**src/rtl/cfgseq_pkg.sv**
```systemverilog
package cfgseq_pkg;
  localparam int NWR  = 19;
  localparam int IDXW = $clog2(NWR);

  typedef enum logic [2:0] {
    S_IDLE  = 3'd0,
    S_GAP   = 3'd1,
    S_START = 3'd2,
    S_BIT   = 3'd3,
    S_STOP  = 3'd4
  } seq_st_t;
endpackage

```
**src/rtl/cfgseq_rom.sv**
```systemverilog
module cfgseq_rom import cfgseq_pkg::*; (
  input  logic            clk,
  input  logic [IDXW-1:0] idx,
  output logic [7:0]      reg_q,
  output logic [7:0]      dat_q
);
  // registered read so the table maps onto a synchronous ROM
  always_ff @(posedge clk) begin
    case (idx)
      5'd0:    begin reg_q <= 8'h00; dat_q <= 8'h01; end
      5'd1:    begin reg_q <= 8'h18; dat_q <= 8'h88; end
      5'd2:    begin reg_q <= 8'h26; dat_q <= 8'h88; end
      5'd3:    begin reg_q <= 8'h2E; dat_q <= 8'h88; end
      5'd4:    begin reg_q <= 8'h35; dat_q <= 8'h88; end
      5'd5:    begin reg_q <= 8'h3C; dat_q <= 8'h88; end
      5'd6:    begin reg_q <= 8'h43; dat_q <= 8'h88; end
      5'd7:    begin reg_q <= 8'h0F; dat_q <= 8'h30; end
      5'd8:    begin reg_q <= 8'h16; dat_q <= 8'h30; end
      5'd9:    begin reg_q <= 8'h1D; dat_q <= 8'h30; end
      5'd10:   begin reg_q <= 8'h24; dat_q <= 8'h30; end
      5'd11:   begin reg_q <= 8'h2C; dat_q <= 8'h30; end
      5'd12:   begin reg_q <= 8'h3A; dat_q <= 8'h30; end
      5'd13:   begin reg_q <= 8'h17; dat_q <= 8'h0F; end
      5'd14:   begin reg_q <= 8'h25; dat_q <= 8'h0F; end
      5'd15:   begin reg_q <= 8'h2D; dat_q <= 8'h0F; end
      5'd16:   begin reg_q <= 8'h34; dat_q <= 8'h0F; end
      5'd17:   begin reg_q <= 8'h3B; dat_q <= 8'h0F; end
      5'd18:   begin reg_q <= 8'h42; dat_q <= 8'h0F; end
      default: begin reg_q <= 8'h00; dat_q <= 8'h00; end
    endcase
  end
endmodule

```
**src/rtl/cfgseq_tick.sv**
```systemverilog
module cfgseq_tick #(
  parameter int DIV = 64
) (
  input  logic clk,
  input  logic rst,
  output logic tick
);
  localparam int CW = (DIV > 1) ? $clog2(DIV) : 1;
  logic [CW-1:0] cnt;

  always_ff @(posedge clk) begin
    if (rst) begin
      cnt  <= '0;
      tick <= 1'b0;
    end else if (cnt == CW'(DIV - 1)) begin
      cnt  <= '0;
      tick <= 1'b1;
    end else begin
      cnt  <= cnt + 1'b1;
      tick <= 1'b0;
    end
  end
endmodule

```
**src/rtl/cfg_wr_seq.sv**
```systemverilog
module cfg_wr_seq import cfgseq_pkg::*; #(
  parameter int DIV = 64,
  parameter int GAP = 8
) (
  input  logic            clk,
  input  logic            rst,
  input  logic            start_i,
  input  logic [6:0]      slv_addr_i,
  input  logic            sda_i,
  output logic            scl_oe,
  output logic            sda_oe,
  output logic            busy_o,
  output logic            done_o,
  output logic            err_o,
  output logic [IDXW-1:0] err_idx_o
);
  localparam int GW = $clog2(GAP + 1);

  seq_st_t         st;
  logic [1:0]      q;
  logic [3:0]      bitn;
  logic [1:0]      bytn;
  logic [IDXW-1:0] widx;
  logic [GW-1:0]   gcnt;
  logic            pend, nack, tick;
  logic [7:0]      rom_reg, rom_dat, cur;

  cfgseq_tick #(.DIV(DIV)) u_tick (.clk(clk), .rst(rst), .tick(tick));
  cfgseq_rom u_rom (.clk(clk), .idx(widx), .reg_q(rom_reg), .dat_q(rom_dat));

  always_comb begin
    case (bytn)
      2'd0:    cur = {slv_addr_i, 1'b0};
      2'd1:    cur = rom_reg;
      default: cur = rom_dat;
    endcase
  end

  assign busy_o = (st != S_IDLE);

  always_ff @(posedge clk) begin
    if (rst) begin
      st <= S_IDLE; q <= '0; bitn <= '0; bytn <= '0; widx <= '0; gcnt <= '0;
      pend <= 1'b1; nack <= 1'b0; scl_oe <= 1'b0; sda_oe <= 1'b0;
      done_o <= 1'b0; err_o <= 1'b0; err_idx_o <= '0;
    end else if (st == S_IDLE) begin
      if (pend || start_i) begin
        st <= S_GAP; pend <= 1'b0; gcnt <= '0; widx <= '0; nack <= 1'b0;
        done_o <= 1'b0; err_o <= 1'b0;
      end
    end else if (tick) begin
      case (st)
        S_GAP: begin
          scl_oe <= 1'b0; sda_oe <= 1'b0;
          if (gcnt == GW'(GAP - 1)) begin st <= S_START; q <= '0; end
          else gcnt <= gcnt + 1'b1;
        end
        S_START: begin
          q <= q + 1'b1;
          if (q == 2'd1) sda_oe <= 1'b1;
          if (q == 2'd3) begin
            scl_oe <= 1'b1; st <= S_BIT; bitn <= '0; bytn <= '0;
          end
        end
        S_BIT: begin
          q <= q + 1'b1;
          case (q)
            2'd0: scl_oe <= 1'b1;
            2'd1: sda_oe <= (bitn == 4'd8) ? 1'b0 : ~cur[~bitn[2:0]];
            2'd2: scl_oe <= 1'b0;
            default: begin
              if (bitn == 4'd8) begin
                bitn <= '0;
                if (sda_i) begin nack <= 1'b1; st <= S_STOP; end
                else if (bytn == 2'd2) st <= S_STOP;
                else bytn <= bytn + 1'b1;
              end else bitn <= bitn + 1'b1;
            end
          endcase
        end
        S_STOP: begin
          q <= q + 1'b1;
          case (q)
            2'd0: scl_oe <= 1'b1;
            2'd1: sda_oe <= 1'b1;
            2'd2: scl_oe <= 1'b0;
            default: begin
              sda_oe <= 1'b0;
              if (nack) begin
                st <= S_IDLE; err_o <= 1'b1; err_idx_o <= widx;
              end else if (widx == IDXW'(NWR - 1)) begin
                st <= S_IDLE; done_o <= 1'b1;
              end else begin
                widx <= widx + 1'b1; st <= S_GAP; gcnt <= '0;
              end
            end
          endcase
        end
        default: st <= S_IDLE;
      endcase
    end
  end

  // during a byte, SDA moves only with SCL held low before and after
  a_r3_sda_quiet_scl_high: assert property (@(posedge clk) disable iff (rst)
    (st == S_BIT && $past(st) == S_BIT && sda_oe != $past(sda_oe)) |-> (scl_oe && $past(scl_oe)));
  // done excludes error and busy
  a_r5_done_clean: assert property (@(posedge clk) disable iff (rst)
    done_o |-> (!err_o && !busy_o));
  // failed index lies inside the program
  a_r4_idx_range: assert property (@(posedge clk) disable iff (rst)
    err_o |-> (err_idx_o < IDXW'(NWR)));
  // a newly accepted run begins with both flags cleared
  a_r6_flags_cleared: assert property (@(posedge clk) disable iff (rst)
    (st == S_GAP && $past(st) == S_IDLE) |-> (!done_o && !err_o));
  // idle means a released bus
  a_r8_idle_released: assert property (@(posedge clk) disable iff (rst)
    (st == S_IDLE) |-> (!scl_oe && !sda_oe));
  // lines stay released throughout the gap
  a_r7_gap_released: assert property (@(posedge clk) disable iff (rst)
    (st == S_GAP) |-> (!scl_oe && !sda_oe));
endmodule

```
**config.mk**
```make
export PLATFORM = sky130hd
export DESIGN_NAME = cfg_wr_seq
export DESIGN_NICKNAME = d
export VERILOG_FILES = /design/src/rtl/cfgseq_pkg.sv /design/src/rtl/cfgseq_rom.sv /design/src/rtl/cfgseq_tick.sv /design/src/rtl/cfg_wr_seq.sv
export SDC_FILE = /design/constraint.sdc
export NUM_CORES = 1
export LEC_CHECK = 0
export BUFFER_PORTS_ARGS = -buffer_cell sky130_fd_sc_hd__clkbuf_2
export CAP_MARGIN = 20
export CORE_ASPECT_RATIO = 1.25
export CORE_MARGIN = 4
export CORE_UTILIZATION = 35
export CTS_CLUSTER_SIZE = 14
export DETAILED_ROUTE_END_ITERATION = 10
export PLACE_DENSITY = 0.59
export RECOVER_POWER = 25
export SYNTH_ARGS = -nofsm -noshare
export SYNTH_HDL_FRONTEND = slang
export SYNTH_SLANG_ARGS = --single-unit
```
**constraint.sdc**
```tcl
create_clock -name clk -period 5.9 [get_ports clk]
set_input_delay 0 -clock clk [delete_from_list [all_inputs] [get_ports clk]]
set_output_delay 0 -clock clk [all_outputs]
set_load 0.01 [all_outputs]
```
Yosys cells after proc, flatten, opt, wreduce, memory -nomap -nowiden:

Memory sizes are Yosys's and may differ from the RTL's. A register that Yosys moved wholly into a read port is not among the register bits.
Cells that the tools add are included.

* register bits: 54
* bits in latches: 0
* RAM bits: 0
* ROM bits: 448
* input port bits: 11
* output and inout port bits: 10
* logic and storage cells: 170
* memories: 1

* $add $sub $neg: 6
* multiply operators: 0
* divide/modulo/power cells: 0
* $lt $le $gt $ge: 1
* eq/ne operators: 36
* shifts and indexed selects: 0
* mux-type cells: 70
* bitwise logic cells: 4
* reduce and logical (&&, ||, !) cells: 35

Memory list
* (name not given): words 32, bits a word 14, rd ports 1, clocked after Yosys merged registers in 1, wr ports 0, RTL line cfgseq_rom.sv:9 `case (idx)`

Operators by type and width (count)
* 4-bit 2-to-1 mux: 10
* 5-bit 2-to-1 mux: 7
* 3-bit 2-to-1 mux: 10
* 1-bit 2-to-1 mux: 26
* 3-bit inequality test, second input constant: 8
* 6-bit AND reduction: 4
* 2-bit inequality test, second input constant: 10
* 5-bit AND reduction: 4
* 2-bit nonzero test: 9
* 4-bit case mux with 2 select lines: 2
* 8-bit case mux with 2 select lines: 1
* 8-bit AND reduction: 2
* 2-bit 2-to-1 mux: 6
* 3-bit case mux with 4 select lines: 1
* 3-bit nonzero test: 3
* 4-bit by 1-bit adder with 4-bit output, second input constant: 2
* 2-bit case mux with 2 select lines: 2
* 7-bit AND reduction: 1
* 6-bit by 1-bit adder with 6-bit output, second input constant: 1
* 2-bit == test, second input constant: 3
* 3-bit by 2-bit == test with 1-bit output, second input constant: 2
* 6-bit == test, second input constant: 1
* 2-bit by 1-bit inequality test with 1-bit output, second input constant: 3
* 2-bit OR reduction: 3
* other kinds (24): 31

Depth between registers and ports, before layout:

* depth after elaboration: 8
* mapped depth: 8
* depth with buffers taken out: 7

Hierarchy:

Synthesis repeated with hierarchy kept, for this count alone.

* cells, all modules: 338
* area, all modules: 2865.2 µm²

By module, submodules not included
* cfg_wr_seq: instances 1, cells an instance 236, area each 1919.3 µm², sequential area each 620.6 µm²
* cfgseq_rom: instances 1, cells an instance 74, area each 683.2 µm², sequential area each 240.2 µm²
* cfgseq_tick: instances 1, cells an instance 28, area each 262.8 µm², sequential area each 140.1 µm²

Worst setup path before layout:

OpenSTA, ideal clock, no wires.

* path type: register to register
* start point: register st[0]
* end point: register st[0]
* setup time: 0.121 ns
* arrival: 1.989 ns
* setup slack: 3.790 ns
* stages on the path, launching flop included: 7
* path buffers: 1
* path through: dfxtp_1 > buf_6 > nor3_1 > mux2_2 > nor4b_2 > o21ai_0 > mux2_2

* longest elaborated chain between the ends: 4

RTL lines
* start, declared: RTL line cfg_wr_seq.sv:19 `seq_st_t st;`
* start signal, assigned: RTL line cfg_wr_seq.sv:43 `st <= S_IDLE; q <= '0; bitn <= '0; bytn <= '0; widx <= '0; gcnt <= '0;`
* start signal, assigned: RTL line cfg_wr_seq.sv:48 `st <= S_GAP; pend <= 1'b0; gcnt <= '0; widx <= '0; nack <= 1'b0;`
* start signal, assigned: RTL line cfg_wr_seq.sv:55 `if (gcnt == GW'(GAP - 1)) begin st <= S_START; q <= '0; end`
* 3-bit == test (tied with other cells): RTL line cfg_wr_seq.sv:52 `case (st)`
* 3-bit case mux with 4 select lines: RTL line cfg_wr_seq.sv:52
* 3-bit 2-to-1 mux: RTL line cfg_wr_seq.sv:51 `end else if (tick) begin`
* 3-bit 2-to-1 mux: RTL line cfg_wr_seq.sv:46 `end else if (st == S_IDLE) begin`

Several ways; a longest one is shown, not always the timed one. The select of a mux whose other input is x is not followed.
A chain may end at the register's enable or synchronous reset.

Final worst setup path:

Same ends and word-level chain as after synthesis.

==> results.cfg <==
[worst_hold_path]
hold_path.startpoint = sda_i
class_of_the_most_critical_hold_timing_path = input pin to flip-flop

[synthesis]
synth_top_area_frac = 0.3728
ys_top_cells_by_area = dfxtp_1, ha_1, nor2_1, a21oi_1, nand2_1
synthesis.area_per_instance_um2 = 8.365
most_frequently_used_flop_master_after_synthesis = dfxtp_1
synth_enable_flop_cells = 0
async_reset_ff_frac = 0
synthCells = 321
yosys_warnings = 0
synthDominantAreaCellType = dfxtp_1
synthesis.area_um2 = 2685
synthDistinctLibCells = 53
synth_fp_nets = 351
synth_sequential_area_ratio = 0.3728
yosys_register_bits = 50

[grt]
first_global_vias = 2036
globalRoute.totalOverflow = 0
pin_count_of_the_biggest_net_entering_global_routing = 31
grt_first_pass_wirelength_um = 9584
grt_antenna_before_repair = 0
grt_util_all_layers = 0.1278

[detailed_routing]
drt-vias-per-instance = 5.276
drt_drc_violations_left = 0
route.antenna.remaining_nets = 0
route.vias.total = 2221
totalWireLength_um = 5590
first_drt_pass_iteration_count = 4
wire_per_inst_um = 13.28
drt_first_iter_violations = 98

[pwr]
vdd_ir_drop_max_v = 0.0001103
p_leak_uw = 0.001051
power.density_nw_per_um2 = 243.8

[worst_setup_path]
worst-endpoint-arrival_ns = 2.56
r2r_setup_slack_ns = 3.54
crit_type = flip-flop to flip-flop
start_kind = flip-flop
cp-end-kind = flip-flop
required_ns = 6.10
cp-startpoint = st[0]$_SDFFE_PP0P_
reg2reg_from = st[0]$_SDFFE_PP0P_
cp_max_fo = 17

[place]
post-place-cells = 414
io_buffers = 20
place.gp.congestion = 0.8167
final_hpwl_dp_um = 4064
pre_cts_ws_ns = 3.564

[clocking]
clock-root-buffer = clkbuf_8
cts-root-to-sink-buffers = 2
post_cts.resized_instances = 0
numClockSinks = 50
tritoncts = done
clock_transition_at_the_registers_of_the_reported_paths_ns = 0.09
ctsHoldBuffers = 0
cts_buffers = 5
ctsHtreeMaxLevel = 2
worst_skew_pair.late_latency_ns = 0.30
post_cts_buffers = 0

[timing]
finClkSkew_ns = 0.004945
max-slew-margin-rel = 0.5268
final-max-slew-violation-count = 0
unrepaired_setup_endpoints_after_global_routing = false
final_hold_viol_count = 0
worst-slew-pin-transition_ns = 0.7088
final.hold.worst_slack_ns = 0.09337
maximum_frequency_from_static_timing_analysis_mhz = 423.3
finalSetupViolations = 0
post-route-worst-setup-slack_ns = 3.537
final.setup.tns_ns = 0
minimum_clock_period_ns = 2.363
period_share = 0.4005

[final_layout]
most-common-layout-cells = dfxtp_1, nor2_1, nand2_1, a21oi_1
mostFrequentLayoutCell = dfxtp_1
synthesis_to_layout_area_growth_pct = 7.782
final_nets = 359
final_cells = 421
post_route_cells_drive_above_1_share = 0.07903
n_antenna_cell = 0

[floorplan]
coreArea_um2 = 7445
fp.dieH_um = 105.9
die_area_um2 = 9146
floorplan.rows = 35
initial_utilization = 0.3607
dieWidth_um = 86.34
design.portCount = 21

[status]
run_status = completed

[run]
max_cap_violations = 0
[path summary, 6_finish.rpt]
| path | to | cells past startpoint |
|---|---|---|
| max | st[0]$_SDFFE_PP0P_ | 5 |
| min reg2reg | u_tick.cnt[0]$_SDFF_PP0_ | 1 |
| min | nack$_SDFFE_PP0P_ | 3 |
| max reg2reg | st[0]$_SDFFE_PP0P_ | 5 |
[routing by layer]
layer	wire [µm]	global-route usage
met1	2730	0.1720
met2	2618	0.1997
met3	131	0.02403
met4	110	0.05122
met5	0	0
[power breakdown]
group	total [µW]	internal, µW	leakage, µW	switching (µW)
sequential	369	347	0.000404	22.1
combinational	135	57.4	0.000602	77.1
clock	202	84.4	0.0000450	117
[registers in the layout, indices dropped and copies added, names as in the netlist, 2 cells and up]
signal and cells:
u_rom.dat_q 5, bitn 4, gcnt 4, u_tick.cnt 6, bytn 2, u_rom.reg_q 7
q 2, st 3, err_idx_o 5, widx 5
[cells by family after synthesis]
logic type / synth area share
and+or+nand+nor: 0.2167
AOI/OAI and AO/OA: 0.1943
DFF: 0.3728
buffers and inverters: 0.05685
adders and majority gates: 0.08854
xor gates and xnor gates: 0.03262
muxes: 0.03821
[area by class of cell]
cell class              instances  area, µm²
clock buffers                   5      68.82
clock inverters                 2      17.52
fillers                       788       4551
inverters                      19      71.32
multi-input cells             233       1531
flip-flops and latches         50       1001
well taps                      92      115.1
repair buffers                 20      88.84
[worst max-delay path, stage by stage, from the launching register on]
cell     delay, ns
dfxtp_1       0.47
nor3_1        0.46
mux2_2        0.43
nor4b_2       0.43
o21ai_0       0.18
mux2_2        0.29
[synthesized netlist by cell type, types with 5 or more instances]
| library cell | number |
|---|---|
| inv_1 | 19 |
| nand2_1 | 24 |
| a211oi_1 | 5 |
| nand3_1 | 13 |
| a21oi_1 | 24 |
| o21ai_0 | 15 |
| mux2i_1 | 8 |
| nand2b_1 | 5 |
| nor2_1 | 34 |
| ha_1 | 19 |
| nor2b_1 | 5 |
| dfxtp_1 | 50 |
| clkbuf_1 | 13 |
| nor3_1 | 5 |
| xnor2_1 | 6 |
[per-stage QoR]
step | total power, µW | util | area [µm²]
3_3_place_gp | 510.9 | 0.3787 | 2819
2_1_floorplan | 483.9 | - | 2685
4_1_cts | 715.3 | 0.3903 | 2905
3_5_place_dp | 511.8 | 0.3787 | 2819
6_report | 705.5 | 0.3887 | 2894
5_1_grt | 745.3 | 0.3887 | 2894
Note: power is estimated with default switching activity, not from simulation.
